===== src/rtl/align_pkg.sv =====
package align_pkg;

    // Delay of a lane: latest operand time stamp minus the lane's own.
    function automatic int delay_of(input int latest_ts, input int own_ts);
        return latest_ts - own_ts;
    endfunction

    // Cycle within the data-rate period at which an operator is started.
    function automatic int phase_of(input int ts, input int rate);
        return ts % rate;
    endfunction

    // Width needed to count 0 .. n-1, never below one bit.
    function automatic int count_width(input int n);
        return (n > 1) ? $clog2(n) : 1;
    endfunction

endpackage


===== src/rtl/align_addr_gen.sv =====
module align_addr_gen #(
    parameter int ADDR_W = 3
) (
    input  logic              clk,
    input  logic              rst_n,
    input  logic              step,
    output logic [ADDR_W-1:0] ptr,
    output logic [ADDR_W-1:0] fill
);

    typedef struct packed {
        logic [ADDR_W-1:0] ptr;
        logic [ADDR_W-1:0] fill;
    } gen_state_t;

    gen_state_t st_d, st_q;

    always_comb begin
        st_d = st_q;
        if (step) begin
            st_d.ptr = st_q.ptr + ADDR_W'(1);
            if (st_q.fill != {ADDR_W{1'b1}}) begin
                st_d.fill = st_q.fill + ADDR_W'(1);
            end
        end
    end

    always_ff @(posedge clk) begin
        if (!rst_n) begin
            st_q <= '0;
        end else begin
            st_q <= st_d;
        end
    end

    assign ptr  = st_q.ptr;
    assign fill = st_q.fill;

endmodule


===== src/rtl/align_phase_gen.sv =====
module align_phase_gen #(
    parameter int RATE            = 3,
    parameter int NUM_OPS         = 2,
    parameter int OP_TS [NUM_OPS] = '{5, 7}
) (
    input  logic               clk,
    input  logic               rst_n,
    output logic [NUM_OPS-1:0] start
);

    localparam int CW = align_pkg::count_width(RATE);

    typedef struct packed {
        logic [CW-1:0] phase;
    } phase_state_t;

    phase_state_t st_d, st_q;

    always_comb begin
        st_d = st_q;
        if (st_q.phase == CW'(RATE - 1)) begin
            st_d.phase = '0;
        end else begin
            st_d.phase = st_q.phase + CW'(1);
        end
    end

    always_ff @(posedge clk) begin
        if (!rst_n) begin
            st_q <= '0;
        end else begin
            st_q <= st_d;
        end
    end

    for (genvar k = 0; k < NUM_OPS; k++) begin : g_op
        localparam int PH = align_pkg::phase_of(OP_TS[k], RATE);
        assign start[k] = (st_q.phase == CW'(PH));
    end

endmodule


===== src/rtl/align_lane.sv =====
module align_lane #(
    parameter int DATA_W = 8,
    parameter int ADDR_W = 3,
    parameter int DEPTH  = 2
) (
    input  logic              clk,
    input  logic              wr_en,
    input  logic [ADDR_W-1:0] ptr,
    input  logic [ADDR_W-1:0] fill,
    input  logic [DATA_W-1:0] din,
    input  logic              din_ovf,
    output logic [DATA_W-1:0] dout,
    output logic              dout_ovf,
    output logic              dout_ready
);

    localparam int  SLOTS  = 2 ** ADDR_W;
    localparam bit  BYPASS = (DEPTH == 0);

    typedef logic [DATA_W:0] word_t;

    word_t             ring [SLOTS];
    word_t             rd_word;
    logic [ADDR_W-1:0] rd_addr;

    always_ff @(posedge clk) begin
        if (wr_en) begin
            ring[ptr] <= {din_ovf, din};
        end
    end

    always_comb begin
        rd_addr = ptr - ADDR_W'(DEPTH);
        rd_word = ring[rd_addr];
    end

    if (BYPASS) begin : g_bypass
        assign dout       = din;
        assign dout_ovf   = din_ovf;
        assign dout_ready = 1'b1;
    end else begin : g_ring
        assign dout       = rd_word[DATA_W-1:0];
        assign dout_ovf   = rd_word[DATA_W];
        assign dout_ready = (fill >= ADDR_W'(DEPTH));
    end

endmodule


===== src/rtl/align_bank.sv =====
module align_bank #(
    parameter int NUM_LANES           = 4,
    parameter int DATA_W              = 8,
    parameter int ADDR_W              = 3,
    parameter int LANE_TS [NUM_LANES] = '{3, 0, 5, 1},
    parameter int RATE                = 3,
    parameter int NUM_OPS             = 2,
    parameter int OP_TS [NUM_OPS]     = '{5, 7}
) (
    input  logic                          clk,
    input  logic                          rst_n,
    input  logic                          in_valid,
    input  logic [NUM_LANES*DATA_W-1:0]   in_data,
    input  logic [NUM_LANES-1:0]          in_ovf,
    input  logic                          op_ovf_in,
    output logic [NUM_LANES-1:0]          out_valid,
    output logic [NUM_LANES*DATA_W-1:0]   out_data,
    output logic [NUM_LANES-1:0]          out_ovf,
    output logic                          op_ovf_out,
    output logic [NUM_OPS-1:0]            start
);

    function automatic int latest_ts();
        int m = 0;
        for (int i = 0; i < NUM_LANES; i++) begin
            if (LANE_TS[i] > m) m = LANE_TS[i];
        end
        return m;
    endfunction

    localparam int TS_MAX    = latest_ts();
    localparam int MAX_DEPTH = (2 ** ADDR_W) - 1;

    logic [ADDR_W-1:0]    ptr_w;
    logic [ADDR_W-1:0]    fill_w;
    logic [NUM_LANES-1:0] lane_ready;
    logic [NUM_LANES-1:0] lane_ovf;

    align_addr_gen #(
        .ADDR_W (ADDR_W)
    ) u_addr (
        .clk   (clk),
        .rst_n (rst_n),
        .step  (in_valid),
        .ptr   (ptr_w),
        .fill  (fill_w)
    );

    for (genvar g = 0; g < NUM_LANES; g++) begin : g_lane
        localparam int D = align_pkg::delay_of(TS_MAX, LANE_TS[g]);

        if (D > MAX_DEPTH) begin : g_too_deep
            $error("lane delay exceeds ring capacity");
        end

        align_lane #(
            .DATA_W (DATA_W),
            .ADDR_W (ADDR_W),
            .DEPTH  (D)
        ) u_lane (
            .clk        (clk),
            .wr_en      (in_valid),
            .ptr        (ptr_w),
            .fill       (fill_w),
            .din        (in_data[g*DATA_W +: DATA_W]),
            .din_ovf    (in_ovf[g]),
            .dout       (out_data[g*DATA_W +: DATA_W]),
            .dout_ovf   (lane_ovf[g]),
            .dout_ready (lane_ready[g])
        );

        assign out_valid[g] = in_valid & lane_ready[g];
        assign out_ovf[g]   = out_valid[g] & lane_ovf[g];
    end

    assign op_ovf_out = in_valid & (op_ovf_in | (|out_ovf));

    align_phase_gen #(
        .RATE    (RATE),
        .NUM_OPS (NUM_OPS),
        .OP_TS   (OP_TS)
    ) u_phase (
        .clk   (clk),
        .rst_n (rst_n),
        .start (start)
    );

endmodule


===== config.mk =====
export PLATFORM = sky130hd
export DESIGN_NAME = align_bank
export DESIGN_NICKNAME = d
export VERILOG_FILES = /design/src/rtl/align_pkg.sv /design/src/rtl/align_addr_gen.sv /design/src/rtl/align_phase_gen.sv /design/src/rtl/align_lane.sv /design/src/rtl/align_bank.sv
export SDC_FILE = /design/constraint.sdc
export NUM_CORES = 1
export LEC_CHECK = 0
export ABC_AREA = 1
export BUFFER_PORTS_ARGS = -buffer_cell sky130_fd_sc_hd__buf_2
export CAP_MARGIN = 20
export CORE_MARGIN = 2
export CORE_UTILIZATION = 55
export DETAILED_ROUTE_END_ITERATION = 6
export GPL_ROUTABILITY_DRIVEN = 0
export PLACE_DENSITY = 0.75
export SLEW_MARGIN = 20
export SYNTH_ARGS = -nofsm -noshare
export SYNTH_HDL_FRONTEND = slang
export SYNTH_SLANG_ARGS = --single-unit

===== constraint.sdc =====
create_clock -name clk -period 3 [get_ports clk]
set_input_delay 0.15 -clock clk [delete_from_list [all_inputs] [get_ports clk]]
set_output_delay 0.15 -clock clk [all_outputs]
set_load 0.01 [all_outputs]

==> run metrics, run 1 <==
critical path, cell by cell buf_4, o21ai_0, o22ai_1, nand2_1, nand2_1, buf_2; Die Ht between 100 and 150 um; setup violators final 0; Simple-Gate Fraction of Synth Area 0.106; via count 6035; vias in the first global route between 6000 and 7000; internal power 5.25 mW; Slowest-stage cell, CP buf_4; Worst Path Max Fanout 112; xor and xnor area share after synthesis 0.00360; RSZ-0062 raised after global routing no; crit-path max cell delay between 0.8 and 0.9 ns; Crit. End Element primary output; Least-Margin Pin Slew approximately 1.1 ns; Yosys cell types 23; Hold Fails Final Rpt 0; CTS buffer count 22; post-synthesis register bit count about 220; Startpoint Class register; H-tree levels 1; Initial DRC Count ~720; final WL just under 20000 um; worst r2r path cells 4; setup TNS 0 ns; Synth area leaders edfxtp_1 72%, o21ai_0 5.5%, nor2_1 4.8%; combinational power share 0.107; row count 46; Reg clk slew, reported paths about 0.060 ns; root buffer cell clkbuf_16; WP data arrival between 2 and 3 ns; global-route wire length before repair around 31000 um; Initial Utilization 0.567; Final ANT Viol Nets 0; Final Max Slew Viols 0; # IOs between 80 and 90; Hold WS about 0.30 ns; Vias/cell between 5 and 6; Final period util 0.916; part of the power in the clock network 0.379; critical path class register to primary output; total core area 0.0159 mm^2; Synth top area share 0.718; area of the die roughly 0.017 mm^2; post-synthesis mux area share 0; worst skew pair latency about 0.51 ns; share of cells above drive strength 1 0.166; synth warn 0; 1st-pass router iterations 5; clock sinks approximately 220; DP Wirelength 11100 um; Most common cell on crit path nand2_1; status complete, no violations; Worst Hold Class input port to primary output; switching portion of total power 0.236; Area Overhead vs Synth 16.6%; Compound-Gate Fraction of Synth Area 0.0929; drt drc 0; largest net degree at the start of global routing about 110; Max VDD drop 0.467 mV; syn_area_per_cell roughly 13 um^2; main combinational cell family by area after synthesis simple AND/OR/NAND/NOR gates; Seq pwr share 0.514; Wirelength per Cell around 19 um; Rel. slew slack 0.257; total global-route track usage 0.226; Post-Syn Area 0.00904 mm^2; Max Cap Viol 0; CP Data Required Time between 2 and 3 ns; clock skew roughly 0.014 ns; CTS tree yes; n_diodes 0; Net Switching ~1.6 mW; Mapped Cells around 720; GR Overflow Total 0; Seq/Total Area, Yosys 0.736; die width about 130 um; crit path time final about 2.7 ns; initial antenna violation count 0; CTS max path bufs 3; post-synth top area cell edfxtp_1; Leak 3.92 nW; Synth Area in Adders 0.0166; port buffer count 66; Power per Cell Area roughly 650 mW/mm^2; Fmax roughly 360 MHz; Synth Net Count ~770; fin nets 868; Hold Crit Depth 0
-- worst max-delay path, delay by kind of cell, from the launching register on --
family | cells | cell delay (ns)
buffers and inverters | 2 | 0.96
AO/OA/AOI/OAI | 2 | 0.53
flip-flops | 1 | 0.33
AND/OR/NAND/NOR | 2 | 0.21
-- synth_stat cells --
master,number
buf_6,1
edfxtp_1,216
nand3_1,15
buf_2,10
nand3_2,3
nand2_1,106
a21oi_2,1
xnor2_2,1
dfxtp_1,8
inv_1,36
ha_1,12
buf_4,20
xor2_2,1
clkbuf_1,14
a21oi_1,5
buf_1,1
o21ai_0,99
clkinv_1,1
o21ai_1,2
inv_2,2
nor3_1,3
o22ai_1,48
nor2_1,116
-- cell type report --
cell class / count / area, um^2
multi-input combinational: 412 / 2000
tap: 216 / 270
clock inverter: 10 / 85.1
inverter: 39 / 150
fill: 1148 / 5410
timing repair buffer: 117 / 786
clock buffer: 30 / 601
sequential: 224 / 6650
-- per-layer routing --
metal | vias up | routed length, um | track usage
li1 | 2752 | - | -
met1 | 2938 | 7900 | 0.304
met2 | 307 | 10000 | 0.379
met3 | 38 | 1530 | 0.0365
met4 | 0 | 314 | 0.0753
met5 | - | 0 | 0
-- cells by family (layout without fill, tap and decap cells) --
group | count (synthesis) | count (layout)
AND/OR/NAND/NOR | 243 | 243
flip-flops | 224 | 224
AO/OA/AOI/OAI | 155 | 155
buffers and inverters | 85 | 196
adder cells (fa/ha/maj) | 12 | 12
XOR/XNOR | 2 | 2
-- power groups by stage --
stage	Clock (mW)	Sequential [mW]	Combinational (mW)
2_1_floorplan	0	3.60	0.443
3_3_place_gp	0	3.60	0.663
3_5_place_dp	0	3.60	0.691
4_1_cts	2.63	3.53	0.726
5_1_grt	2.75	3.54	0.811
6_report	2.61	3.53	0.733
-- through the flow --
| stage | setup slack (ns) | total power [mW] | std cells | area (um^2) | util |
|---|---|---|---|---|---|
| finish | 0.252 | 6.88 | 1048 | 10500 | 0.661 |
| global route | 0.0521 | 7.10 | 1048 | 10500 | 0.661 |
| CTS | 0.140 | 6.89 | 1048 | 10500 | 0.661 |
| detailed placement | 0.526 | 4.29 | 979 | 9560 | 0.599 |
| global placement | 0.617 | 4.26 | 979 | 9560 | 0.599 |
| floorplan | 0.284 | 4.04 | 721 | 9040 | - |
-- layout by cell type, fill, tap and decap left out, drive strengths merged, types with 12 or more instances in the layout --
master and n:
buf 88, inv 38, nand3 18, o22ai 48, clkbuf 30, nor2 116, edfxtp 216, ha 12
nand2 106, dlygate4sd3 29, o21ai 101
-- state kept, by name (all words and copies together) (netlist names) --
name and flops:
u_addr.fill 3, u_phase.st_q 2, u_addr.ptr 3, g_lane.u_lane.ring 216
-- timing repair --
action | 4_1_cts | 5_1_grt
hold buffers | 29 | 0
setup endpoints to repair | 0 | 1
gates resized for setup | 0 | 2
buffers inserted | 0 | 0
endpoints found under the hold margin | 224 | 0
-- path summary, 6_finish.rpt --
path	slack (ns)	end	from
worst min register to register	0.45	u_phase.st_q[0]$_SDFF_PP0_	u_phase.st_q[0]$_SDFF_PP0_
worst max register to register	0.50	g_lane[1].u_lane.ring[3][2]$_DFFE_PP_	u_addr.ptr[0]$_SDFFE_PN0P_
worst max-delay path	0.25	out_data[28]	u_addr.ptr[0]$_SDFFE_PN0P_
worst min-delay path	0.30	out_data[18]	in_data[18]
Power figures use the tool's default switching activity.
==> run 2: changes to the inputs <==
--- a/config.mk
+++ b/config.mk
@@ -8,6 +8,7 @@
 export ABC_AREA = 1
 export BUFFER_PORTS_ARGS = -buffer_cell sky130_fd_sc_hd__buf_2
 export CAP_MARGIN = 20
+export CORE_ASPECT_RATIO = 1.4
 export CORE_MARGIN = 2
 export CORE_UTILIZATION = 55
 export DETAILED_ROUTE_END_ITERATION = 6
==> run metrics, run 2 (synthesized netlist as in run 1, its figures left out) <==
status complete, no violations; CTS max path bufs 3; Max VDD drop a little under 0.6 mV; die width 112 um; most frequent cells in the layout 216 x edfxtp_1, 108 x nor2_1, 106 x nand2_1; largest net degree at the start of global routing between 100 and 150; Reg clk slew, reported paths 0.06 ns; clock sinks between 200 and 250; setup TNS 0 ns; Hold WS roughly 0.3 ns; area of the multi-input gates around 0.0020 mm^2; Leak between 3 and 4 nW; routed length on met3 1310 um; n_diodes 0; WL met1 roughly 7300 um; share of cells above drive strength 1 0.160; crit path time final around 2.8 ns; port buffer count 66; GR Overflow Total 0; Top Layer Used met4; Die Ht ~160 um; CTS buffer count 21; Worst Hold Class input port to primary output; Final period util 0.935; combinational power share 0.111; Least-Margin Pin Slew ~1.1 ns; Area Overhead vs Synth 15.6%; setup violators final 0; metal2 WL roughly 11000 um; Power per Cell Area approximately 630 mW/mm^2; Crit. End Element primary output; CP Data Required Time around 2.9 ns; Hold Fails Final Rpt 0; drt drc 0; Setup Fix Bufs, Post-CTS 0; initial antenna violation count 0; non-filler cells, final around 1000; Worst Path Max Fanout 13; row count 55; Final ANT Viol Nets 0; internal power a little over 5 mW; root buffer cell clkbuf_16; worst skew pair latency a little under 0.5 ns; Max Cap Viol 0; # IOs a little over 80; fin nets roughly 870; fillers approximately 1200; CTS tree yes; DP Cell Count about 960; Initial Utilization 0.561; total global-route track usage 0.225; part of the power in the clock network 0.356; vias in the first global route 5968; final WL roughly 20000 um; Final Max Slew Viols 0; Vias/cell ~5.8; Fmax 356 MHz; area of the die 0.0175 mm^2; Register Area about 0.0066 mm^2; total core area about 0.016 mm^2; critical path class register to primary output; Rel. slew slack 0.285; Largest register FFs about 220; Seq pwr share 0.533; WP data arrival 2.66 ns; RSZ-0062 raised after global routing no; Net Switching around 1.6 mW; global-route wire length before repair slightly above 30000 um; Startpoint Class register; Wirelength per Cell about 19 um; Largest Register g_lane.u_lane.ring; H-tree levels 1; clock skew around 0.010 ns; via count between 5000 and 6000; DP Wirelength 11700 um; Initial DRC Count 468; leading cell type in the layout, fill and taps excluded edfxtp_1; switching portion of total power 0.235; 1st-pass router iterations 4
run 2: cell types whose count changed in the layout (fill, tap and decap cells not counted), sizes merged:
cell / previous run / this run
clkbuf: 30 / 28
clkinvlp: 2 / 0
buf: 88 / 89
bufinv: 1 / 0
inv: 38 / 39
run 2: final timing paths:
path,start,to,slack (ns),cells after the start
max,u_addr.ptr[2]$_SDFFE_PN0P_,op_ovf_out,0.19,9
min,in_data[23],out_data[23],0.30,0
max reg2reg,u_addr.ptr[1]$_SDFFE_PN0P_,g_lane[3].u_lane.ring[2][0]$_DFFE_PP_,0.75,5
min reg2reg,u_phase.st_q[0]$_SDFF_PP0_,u_phase.st_q[0]$_SDFF_PP0_,0.46,1
run 2: power groups by stage:
stage	Sequential (mW)	Combinational (mW)	Clock [mW]
3_3_place_gp	3.60	0.671	0
5_1_grt	3.54	0.817	2.51
6_report	3.53	0.735	2.36
2_1_floorplan	3.60	0.443	0
3_5_place_dp	3.60	0.702	0
4_1_cts	3.53	0.735	2.39
run 2: metrics by stage:
stage / total power, mW / utilization / worst slack, ns / instance area, um^2
global route: 6.86 / 0.648 / 0.0407 / 10400
CTS: 6.66 / 0.648 / 0.119 / 10400
global placement: 4.27 / 0.593 / 0.738 / 9540
finish: 6.63 / 0.648 / 0.195 / 10400
floorplan: 4.04 / - / 0.284 / 9040
detailed placement: 4.30 / 0.593 / 0.658 / 9540
run 2: layout make-up:
| type | instances | area share |
|---|---|---|
| well taps | 199 | 0.0238 |
| multi-input cells | 412 | 0.191 |
| repair buffers | 118 | 0.0763 |
| inverters | 39 | 0.0140 |
| flip-flops and latches | 224 | 0.637 |
| clock buffers | 28 | 0.0538 |
| clock inverters | 8 | 0.00419 |
run 2: critical path: stages (launching register included):
cell and delay, ns:
dfxtp_1 0.35, inv_2 0.14, ha_1 0.58, clkinv_1 0.41, nand3_1 0.23, nand3_2 0.11
nand2_1 0.08, nor2_1 0.04, nor2_1 0.09, buf_2 0.14
run 2: repair_timing:
item | CTS | global route
resized for setup | 0 | 1
setup endpoints to repair | 0 | 1
hold buffers | 29 | 0
hold endpoints to repair | 223 | 0
run 2: routing by layer:
layer / vias to the layer above / track usage
met5: - / 0
met4: 0 / 0.0848
met3: 48 / 0.0311
met2: 253 / 0.408
met1: 2870 / 0.273
li1: 2741 / -
